**config.mk**
```make
export PLATFORM = sky130hd
export DESIGN_NAME = sai_rx_port
export DESIGN_NICKNAME = d
export VERILOG_FILES = /design/src/rtl/sai_pkg.sv /design/src/rtl/sai_clk_gen.sv /design/src/rtl/sai_sync.sv /design/src/rtl/sai_deser.sv /design/src/rtl/sai_rx_port.sv
export SDC_FILE = /design/constraint.sdc
export NUM_CORES = 1
export LEC_CHECK = 0
export CAP_MARGIN = 20
export CORE_MARGIN = 4
export CORE_UTILIZATION = 45
export CTS_CLUSTER_DIAMETER = 50
export CTS_CLUSTER_SIZE = 30
export DETAILED_ROUTE_END_ITERATION = 7
export PLACE_DENSITY_LB_ADDON = 0.15
export SKIP_CTS_REPAIR_TIMING = 1
export SLEW_MARGIN = 25
export SYNTH_ARGS = -nofsm -noshare
export SYNTH_HDL_FRONTEND = slang
export SYNTH_SLANG_ARGS = --single-unit
```
**constraint.sdc**
```tcl
create_clock -name clk -period 3.9 [get_ports clk]
set_input_delay 0.39 -clock clk [delete_from_list [all_inputs] [get_ports clk]]
set_output_delay 0.39 -clock clk [all_outputs]
set_load 0.01 [all_outputs]
```
**src/rtl/sai_pkg.sv**
```systemverilog
`timescale 1ns/1ps
package sai_pkg;
  localparam int SAMPLE_W    = 24;
  localparam int OVF_LIMIT   = 64;
  localparam int CNT_W       = $clog2(2 * OVF_LIMIT);
  localparam int FRAME_BITS  = 64;
  localparam int SYNC_STAGES = 2;
  localparam int HALF_W      = 3;
  localparam int LINK_W      = 3;

  // word length selected for right-justified capture
  function automatic int word_len(logic [1:0] code);
    case (code)
      2'b01:   return 20;
      2'b10:   return 16;
      default: return 24;
    endcase
  endfunction

  // keep the low n bits of the history and sign-extend them
  function automatic logic [SAMPLE_W-1:0] rj_extend(logic [SAMPLE_W-1:0] hist, logic [1:0] code);
    logic [SAMPLE_W-1:0] up;
    int                  sh;
    sh = SAMPLE_W - word_len(code);
    up = hist << sh;
    return SAMPLE_W'($signed(up) >>> sh);
  endfunction

  // system clocks per bit-clock half period
  function automatic logic [HALF_W-1:0] half_len(logic [1:0] rate);
    case (rate)
      2'b00:   return HALF_W'(2);
      2'b01:   return HALF_W'(3);
      default: return HALF_W'(4);
    endcase
  endfunction
endpackage

```
**src/rtl/sai_clk_gen.sv**
```systemverilog
`timescale 1ns/1ps
module sai_clk_gen
  import sai_pkg::*;
(
  input  logic       clk,
  input  logic       rst_n,
  input  logic       en,
  input  logic [1:0] rate,
  input  logic       left_high,
  input  logic       fall_edge,
  output logic       bclk_o,
  output logic       wclk_o
);
  localparam int POS_W = $clog2(FRAME_BITS);

  logic [HALF_W-1:0] hcnt;
  logic              bgen;
  logic [POS_W-1:0]  pos;
  logic              wgen;
  logic              half_done;

  assign half_done = (hcnt == half_len(rate) - HALF_W'(1));

  always_ff @(posedge clk or negedge rst_n) begin
    if (!rst_n) begin
      hcnt <= '0;
      bgen <= 1'b0;
      pos  <= '0;
    end else if (!en) begin
      hcnt <= '0;
      bgen <= 1'b0;
      pos  <= '0;
    end else if (half_done) begin
      hcnt <= '0;
      bgen <= ~bgen;
      if (bgen) pos <= pos + 1'b1;
    end else begin
      hcnt <= hcnt + 1'b1;
    end
  end

  // first half of the frame is the left channel
  assign wgen   = pos[POS_W-1] ^ left_high;
  assign bclk_o = en & (bgen ^ fall_edge);
  assign wclk_o = en & wgen;

  // every bit-clock level lasts at least two system clocks
  p_bclk_half_r2: assert property (@(posedge clk) disable iff (!rst_n || !en)
    $changed(bgen) |=> $stable(bgen));

  // the word clock moves only together with the non-sampling edge
  p_wclk_on_fall_r2: assert property (@(posedge clk) disable iff (!rst_n || !en)
    $changed(wgen) |-> $fell(bgen));
endmodule

```
**src/rtl/sai_sync.sv**
```systemverilog
`timescale 1ns/1ps
module sai_sync #(
  parameter int W      = 1,
  parameter int STAGES = 2
) (
  input  logic         clk,
  input  logic [W-1:0] d,
  output logic [W-1:0] q
);
  logic [STAGES-1:0][W-1:0] stg;

  // no reset: the chain tracks the pins during reset so release makes no edge
  always_ff @(posedge clk) begin
    stg[0] <= d;
    for (int s = 1; s < STAGES; s++) stg[s] <= stg[s-1];
  end

  assign q = stg[STAGES-1];
endmodule

```
**src/rtl/sai_deser.sv**
```systemverilog
`timescale 1ns/1ps
module sai_deser
  import sai_pkg::*;
(
  input  logic                clk,
  input  logic                rst_n,
  input  logic                fall_edge,
  input  logic                left_high,
  input  logic                delay,
  input  logic                rjust,
  input  logic [1:0]          res,
  input  logic                bclk_s,
  input  logic                wclk_s,
  input  logic                sd_s,
  output logic [SAMPLE_W-1:0] smp_data,
  output logic                smp_right,
  output logic                smp_valid,
  output logic                smp_ovf
);
  logic                bclk_p, wclk_p;
  logic                bit_edge, word_edge, emit;
  logic [CNT_W-1:0]    cnt, cnt_base, cnt_nxt;
  logic [SAMPLE_W-1:0] acc, acc_nxt, hist, hist_nxt;
  logic                armed;
  int                  bit_idx;

  always_ff @(posedge clk) begin
    bclk_p <= bclk_s;
    wclk_p <= wclk_s;
  end

  assign bit_edge  = fall_edge ? (bclk_p & ~bclk_s) : (~bclk_p & bclk_s);
  assign word_edge = wclk_p ^ wclk_s;
  assign emit      = word_edge & armed;

  // a word-clock change in this cycle opens a new phase before the bit lands
  always_comb begin
    cnt_base = word_edge ? '0 : cnt;
    acc_nxt  = word_edge ? '0 : acc;
    cnt_nxt  = cnt_base;
    hist_nxt = hist;
    bit_idx  = int'(cnt_base) - (delay ? 1 : 0);
    if (bit_edge) begin
      hist_nxt = {hist[SAMPLE_W-2:0], sd_s};
      if (bit_idx >= 0 && bit_idx < SAMPLE_W)
        acc_nxt = acc_nxt | ({{(SAMPLE_W-1){1'b0}}, sd_s} << (SAMPLE_W - 1 - bit_idx));
      if (cnt_base != '1) cnt_nxt = cnt_base + 1'b1;
    end
  end

  always_ff @(posedge clk or negedge rst_n) begin
    if (!rst_n) begin
      cnt       <= '0;
      acc       <= '0;
      hist      <= '0;
      armed     <= 1'b0;
      smp_data  <= '0;
      smp_right <= 1'b0;
      smp_valid <= 1'b0;
      smp_ovf   <= 1'b0;
    end else begin
      cnt       <= cnt_nxt;
      acc       <= acc_nxt;
      hist      <= hist_nxt;
      smp_valid <= emit;
      smp_ovf   <= emit & (cnt > CNT_W'(OVF_LIMIT));
      if (word_edge) armed <= 1'b1;
      if (emit) begin
        smp_data  <= rjust ? rj_extend(hist, res) : acc;
        smp_right <= wclk_p ^ left_high;
      end
    end
  end

  // strobe lasts one cycle
  p_strobe_single_r8: assert property (@(posedge clk) disable iff (!rst_n)
    smp_valid |=> !smp_valid);

  // nothing is emitted before the arming transition
  p_silent_until_armed_r8: assert property (@(posedge clk) disable iff (!rst_n)
    !armed |=> !smp_valid);

  // the overflow flag only accompanies a strobe
  p_no_overflow_r11: assert property (@(posedge clk) disable iff (!rst_n)
    smp_ovf |-> smp_valid);

  // a detected sampling edge is a single-cycle event
  p_edge_pulse_r9: assert property (@(posedge clk) disable iff (!rst_n)
    bit_edge |=> !bit_edge);
endmodule

```
**src/rtl/sai_rx_port.sv**
```systemverilog
`timescale 1ns/1ps
module sai_rx_port
  import sai_pkg::*;
(
  input  logic                clk,
  input  logic                rst_n,
  input  logic                cfg_master,
  input  logic [1:0]          cfg_rate,
  input  logic                cfg_fall_edge,
  input  logic                cfg_left_high,
  input  logic                cfg_delay,
  input  logic                cfg_rjust,
  input  logic [1:0]          cfg_res,
  input  logic                bclk_i,
  input  logic                wclk_i,
  input  logic                sdin,
  output logic                bclk_o,
  output logic                wclk_o,
  output logic [SAMPLE_W-1:0] smp_data,
  output logic                smp_right,
  output logic                smp_valid,
  output logic                smp_ovf
);
  logic              bclk_src, wclk_src;
  logic [LINK_W-1:0] link_raw, link_s;

  sai_clk_gen u_gen (
    .clk       (clk),
    .rst_n     (rst_n),
    .en        (cfg_master),
    .rate      (cfg_rate),
    .left_high (cfg_left_high),
    .fall_edge (cfg_fall_edge),
    .bclk_o    (bclk_o),
    .wclk_o    (wclk_o)
  );

  assign bclk_src = cfg_master ? bclk_o : bclk_i;
  assign wclk_src = cfg_master ? wclk_o : wclk_i;
  assign link_raw = {bclk_src, wclk_src, sdin};

  sai_sync #(.W(LINK_W), .STAGES(SYNC_STAGES)) u_sync (
    .clk (clk),
    .d   (link_raw),
    .q   (link_s)
  );

  sai_deser u_deser (
    .clk       (clk),
    .rst_n     (rst_n),
    .fall_edge (cfg_fall_edge),
    .left_high (cfg_left_high),
    .delay     (cfg_delay),
    .rjust     (cfg_rjust),
    .res       (cfg_res),
    .bclk_s    (link_s[2]),
    .wclk_s    (link_s[1]),
    .sd_s      (link_s[0]),
    .smp_data  (smp_data),
    .smp_right (smp_right),
    .smp_valid (smp_valid),
    .smp_ovf   (smp_ovf)
  );
endmodule

```
==> impl_metrics.toml, run 1 <==
[status]
outcome = "finished, final reports clean"

[synthesis]
synth_cell_type_count = 55
avgSynthCellArea_um2 = 10.4
synth.most_common_cell = "dfrtp_1"
synth_common_cells = "93 x dfrtp_1, 59 x nand2_1, 32 x o21ai_0"
synth_edf_count = 0
synth_top_flop_cell = "dfrtp_1"
syn_inst = 449
synth.top_cell.area_share = 0.498
async_reset_ff_frac = 0.921
synth-seq-cells = 101
synth_top_cell_by_area = "dfrtp_1"
synth_area_leaders = "dfrtp_1 50%, mux2_2 5.5%, nand2_1 4.7%"
ys_warn_count = 0
synth_nets = 472
synth_seq_area_share = 0.532
syn_area_um2 = 4680

[setup_path]
max_stage_delay_ps = 460
critPathArrivalTime_ps = 3590
path_class = "reg2reg"
cp.required_ps = 4190
worstPathMaxFanout = 36
cpMostUsedCell = "ha_1"
crit_slowest_cell = "dfxtp_1"
crit_family = "simple AND/OR/NAND/NOR gates"
crit_path_cell_trace = "xnor2_2 -> buf_4 -> nand2_1 -> ha_1 -> o21a_1 -> or2_2 -> ha_1 -> a311oi_1 -> nand3_2 -> or3_4 -> o21ai_1"
crit_buf_inv = 1
critPathCaptureType = "flip-flop"
cp-start-kind = "flip-flop"

[pwr]
p_per_area_nw_per_um2 = 514
p_total_mw = 2.79
p_leak_nw = 2.31
vdd_ir_drop_max_v = 0.000200

[global_routing]
grt_pass1_wl_um = 15800
grt_max_degree = 61
grt_pass1_vias = 3371
overflow = 0
antenna_found_initial = 0
grtUsageTotal = 0.166

[drt]
dr.pass1.iters = 4
drc = 0
dr_total_vias = 3333
drt_wl_total_um = 9070
wire_per_inst_um = 14.5
viasPerCell = 5.33
drt_iter0_markers = 125
drt.antenna.violating_nets = 0

[sta]
worst_pin_slew_ps = 843
fin_crit_sh = 0.846
finalSetupTns_ps = 0
rsz0062_at_grt = "false"
slew_viol_final = 0
setup_slack_ps = 602
finClkSkew_ps = 8.87
period_needed_ps = 3300
max_freq_mhz = 303
finalSetupViolCount = 0
relSlewSlack = 0.429
hold_viol = 0
hold_ws_ps = 84.6

[die]
dieArea_um2 = 12100
ioPinCount = 43
dieWidth_um = 110
initial_utilization = 0.470
num_rows = 36
die_h_um = 110
design.core.area_um2 = 9950

[clock_network]
insertion_delay_ps = 360
path_clk_slew_ps = 90
cts_max_level = 3
clockRootBuffer = "clkbuf_8"
cts_tree = "done"
cts.sinks = 101
cts_buffers = 9
cts_buffer_depth = 2

[place]
place_inst = 609
placed_area_um2 = 5230
gp_congestion = 0.856
port-buffer-count = 42
pre_cts_slack_ps = 544
hpwl_um = 6630

[worst_hold_path]
timing.hold.worst.class = "in2async"

[cells_and_area]
drive_gt1_frac = 0.118
nets = 510
fill_cells = 902
syn_to_final_growth_pct = 16.3
fin_area_um2 = 5440
seqCellArea_um2 = 2490
stdcell_count = 625
multi_input_area_um2 = 2020
diodes = 0
final_core_util = 0.546

[flow_run]
maxCapViolCount = 0
sequential cells by signal (all words and copies together), names as in the netlist, 3 cells and up:
signal            flops
u_sync.stg            3
u_sync.q              3
u_gen.pos             6
u_deser.smp_data     24
u_deser.cnt           7
u_gen.hcnt            3
u_deser.acc          24
u_deser.hist         24
routing by layer:
layer / vias to the layer above / track usage / wire, um
met5: - / 0 / 0
met2: 58 / 0.268 / 4360
met4: 0 / 0.0632 / 133
met1: 1606 / 0.220 / 4220
met3: 11 / 0.0323 / 353
li1: 1658 / - / -
layout by cell type (no fill, tap or decap), drive strengths merged, types with 2 or more instances in the layout:
| cell | instances |
|---|---|
| o311ai | 3 |
| xnor2 | 7 |
| nand3 | 8 |
| clkdlybuf4s50 | 41 |
| xor2 | 7 |
| nand2b | 3 |
| dfxtp | 8 |
| inv | 26 |
| clkbuf | 13 |
| buf | 6 |
| o221ai | 10 |
| o21ai | 44 |
| mux2i | 3 |
| and3 | 2 |
| a21boi | 2 |
| a31oi | 2 |
| and2 | 12 |
| nand2 | 59 |
| nor2b | 15 |
| a32o | 10 |
| o21a | 10 |
| a21oi | 26 |
| dfrtp | 93 |
| nor3 | 10 |
| ha | 9 |
| nor2 | 10 |
| nor4 | 3 |
| or3 | 4 |
| a211oi | 2 |
| mux2 | 23 |
| a22o | 2 |
logic make-up after synthesis:
logic type,after synthesis,synth area share
flops,101,0.532
fa+ha+maj,9,0.0241
mux,26,0.0618
compound gates,119,0.166
simple gates,134,0.149
buf+inv,46,0.0377
xor+xnor,14,0.0294
area by class of cell:
cell class | instances | share of cell area
multi-input cells | 302 | 0.371
well taps | 133 | 0.0306
clock inverters | 3 | 0.00783
flip-flops and latches | 101 | 0.458
repair buffers | 47 | 0.0838
inverters | 26 | 0.0180
clock buffers | 13 | 0.0311
power by group:
| part | total (mW) | internal [mW] | switching [mW] |
|---|---|---|---|
| registers | 1.37 | 1.24 | 0.135 |
| logic | 0.731 | 0.363 | 0.367 |
| clock network | 0.691 | 0.349 | 0.342 |
| total | 2.79 | 1.95 | 0.844 |
worst paths after layout:
path,from,end,slack (ps),depth (start not counted)
setup / recovery,u_deser.wclk_p,u_deser.acc[1],600,11
hold / removal,rst_n,u_deser.smp_data[6],80,1
setup reg to reg,u_deser.wclk_p,u_deser.acc[1],600,11
hold reg to reg,u_sync.stg[0],u_sync.q[0],340,0
max in group asynchronous,rst_n,u_deser.acc[13],2900,2
min in group clk,u_sync.stg[0],u_sync.q[0],340,0
(Power assumes the default switching activity.)
==> run 2, diff against run 1 <==
Clock period 3.9 ns to 2.7 ns, I/O delays scaled along.
==> run 2 against run 1 <==
Net effect: the run now ends with setup timing left; die area did not move; clock power is 37% higher; register-to-register slack lost 630 ps; via count is 2.4% higher; sequential share of layout area down 1.7 points; sequential power up 45%; clock skew rose by 5.9 ps; combinational power increased by 60%; fmax is 21% higher; critical path type unchanged; critical endpoint is now u_deser.acc[0]; largest cell class unchanged.
==> impl_metrics.toml, run 2 (synthesis results as in run 1) <==
[status]
outcome = "finished, violations left"
violations = "setup timing"

[drt]
drt_wl_total_um = 9340
dr_total_vias = 3412
dr.pass1.iters = 4
viasPerCell = 5.35
wire_per_inst_um = 14.6
drc = 0
drt_iter0_markers = 161
drt.antenna.violating_nets = 0

[cells_and_area]
nets = 523
seqCellArea_um2 = 2490
layout_commonest_cell = "dfrtp_1"
multi_input_area_um2 = 2140
drive_gt1_frac = 0.176
largest_registers = "u_deser.acc (24), u_deser.hist (24), u_deser.smp_data (24)"
fill_cells = 879
final_core_util = 0.568
stdcell_count = 638
diodes = 0
layout_common_cells = "93 x dfrtp_1, 58 x nand2_1, 41 x clkdlybuf4s50_1, 32 x o21ai_0, 26 x a21oi_1"
syn_to_final_growth_pct = 20.9

[setup_path]
r2r_slack_ps = -30
cp.required_ps = 2980
worstReg2RegStart = "u_sync.q[1]"
reg2regPathDepth = 12
cp-start-kind = "flip-flop"
path_class = "reg2reg"
timing.rr.end = "u_deser.acc[0]"
critPathCaptureType = "flip-flop"
worstPathMaxFanout = 6
critPathArrivalTime_ps = 3010

[clock_network]
cts.sinks = 101
cts_tree = "done"
cts_max_level = 3
clockRootBuffer = "clkbuf_8"
path_clk_slew_ps = 100
cts_buffer_depth = 2
insertion_delay_ps = 360
cts_buffers = 9

[sta]
hold_viol = 0
fin_crit_sh = 1.01
worst_pin_slew_ps = 579
slew_viol_final = 0
finClkSkew_ps = 14.8
finalSetupViolCount = 6
relSlewSlack = 0.614
setup_slack_ps = -26.4
rsz0062_at_grt = "true"
max_freq_mhz = 367
hold_ws_ps = 337
period_needed_ps = 2730

[die]
design.core.area_um2 = 9950
num_rows = 36
initial_utilization = 0.470
dieArea_um2 = 12100
dieWidth_um = 110
die_h_um = 110
ioPinCount = 43

[global_routing]
antenna_found_initial = 0
grtUsageTotal = 0.168
grt_max_degree = 50
grt_pass1_vias = 3462
overflow = 0
grt_pass1_wl_um = 16200

[worst_hold_path]
worstHoldStart = "u_sync.stg[2]"
holdPathEnd = "u_sync.q[2]"
timing.hold.worst.class = "reg2reg"
holdPathStages = 0

[place]
port-buffer-count = 42
hpwl_um = 6720
place_inst = 621
gp_congestion = 0.885

[pwr]
vdd_ir_drop_max_v = 0.000303
p_leak_nw = 2.40
p_total_mw = 4.10
p_per_area_nw_per_um2 = 726

[flow_run]
maxCapViolCount = 0
## run 2: cell count changes in the layout (fill, tap and decap cells not counted), sizes merged
| cell | previous run | this run |
|---|---|---|
| inv | 26 | 27 |
| dlygate4sd3 | 0 | 1 |
| buf | 6 | 18 |
| clkinvlp | 1 | 0 |
## run 2: how the worst max path moves through the flow
| stage | slack, ps | cells past startpoint | start | to |
|---|---|---|---|---|
| 2_1_floorplan | 5 | 13 | u_sync.q[1] | u_deser.acc[10] |
| 3_3_place_gp | -40 | 11 | cfg_delay | u_deser.acc[8] |
| 3_5_place_dp | -110 | 10 | cfg_delay | u_deser.acc[8] |
| 6_report | -30 | 12 | u_sync.q[1] | u_deser.acc[0] |
| 4_1_cts | -20 | 11 | u_sync.q[1] | u_deser.acc[8] |
| 5_1_grt | -140 | 12 | u_sync.q[1] | u_deser.acc[0] |
## run 2: area by class of cell
class / instances / area share
clock buffer: 13 / 0.0263
clock inverter: 3 / 0.00775
inverter: 26 / 0.0173
multi-input combinational: 302 / 0.378
sequential: 101 / 0.441
tap: 133 / 0.0294
timing repair buffer: 60 / 0.100
## run 2: per-stage QoR
step | setup slack [ps] | setup TNS (ps) | area, um2
after CTS | -22.0 | -64.8 | 5590
final | -26.4 | -128 | 5650
after global placement | -39.5 | -440 | 5400
after detailed placement | -113 | -1680 | 5400
after floorplan | 4.93 | 0 | 4750
after global routing | -139 | -1350 | 5650
## run 2: power by group
part / internal, mW / switching (mW)
Clock: 0.458 / 0.489
Combinational: 0.612 / 0.560
Sequential: 1.79 / 0.198
Total: 2.86 / 1.25
## run 2: layer usage
layer | up-vias | part of all wire | track usage
met2 | 60 | 0.48 | 0.272
met1 | 1660 | 0.46 | 0.223
met3 | 10 | 0.041 | 0.0446
li1 | 1682 | - | -
met5 | - | 0 | 0
met4 | 0 | 0.012 | 0.0427
## run 2: critical path, cell delays in order (launching register included)
cell and delay, ps:
dfxtp_4 380, xnor2_4 140, nand2_2 100, ha_4 160
or3b_4 380, nand3_2 80, and2_4 150, inv_2 40
ha_4 140, a311oi_2 290, nand4_1 180, or3_4 480
o21ai_2 130
==> run 3, diff against run 2 <==
Settings changed: CAP_MARGIN 20 to not set.
==> results of run 3 <==
Final layout, timing and power as in run 2 (identical DEF).
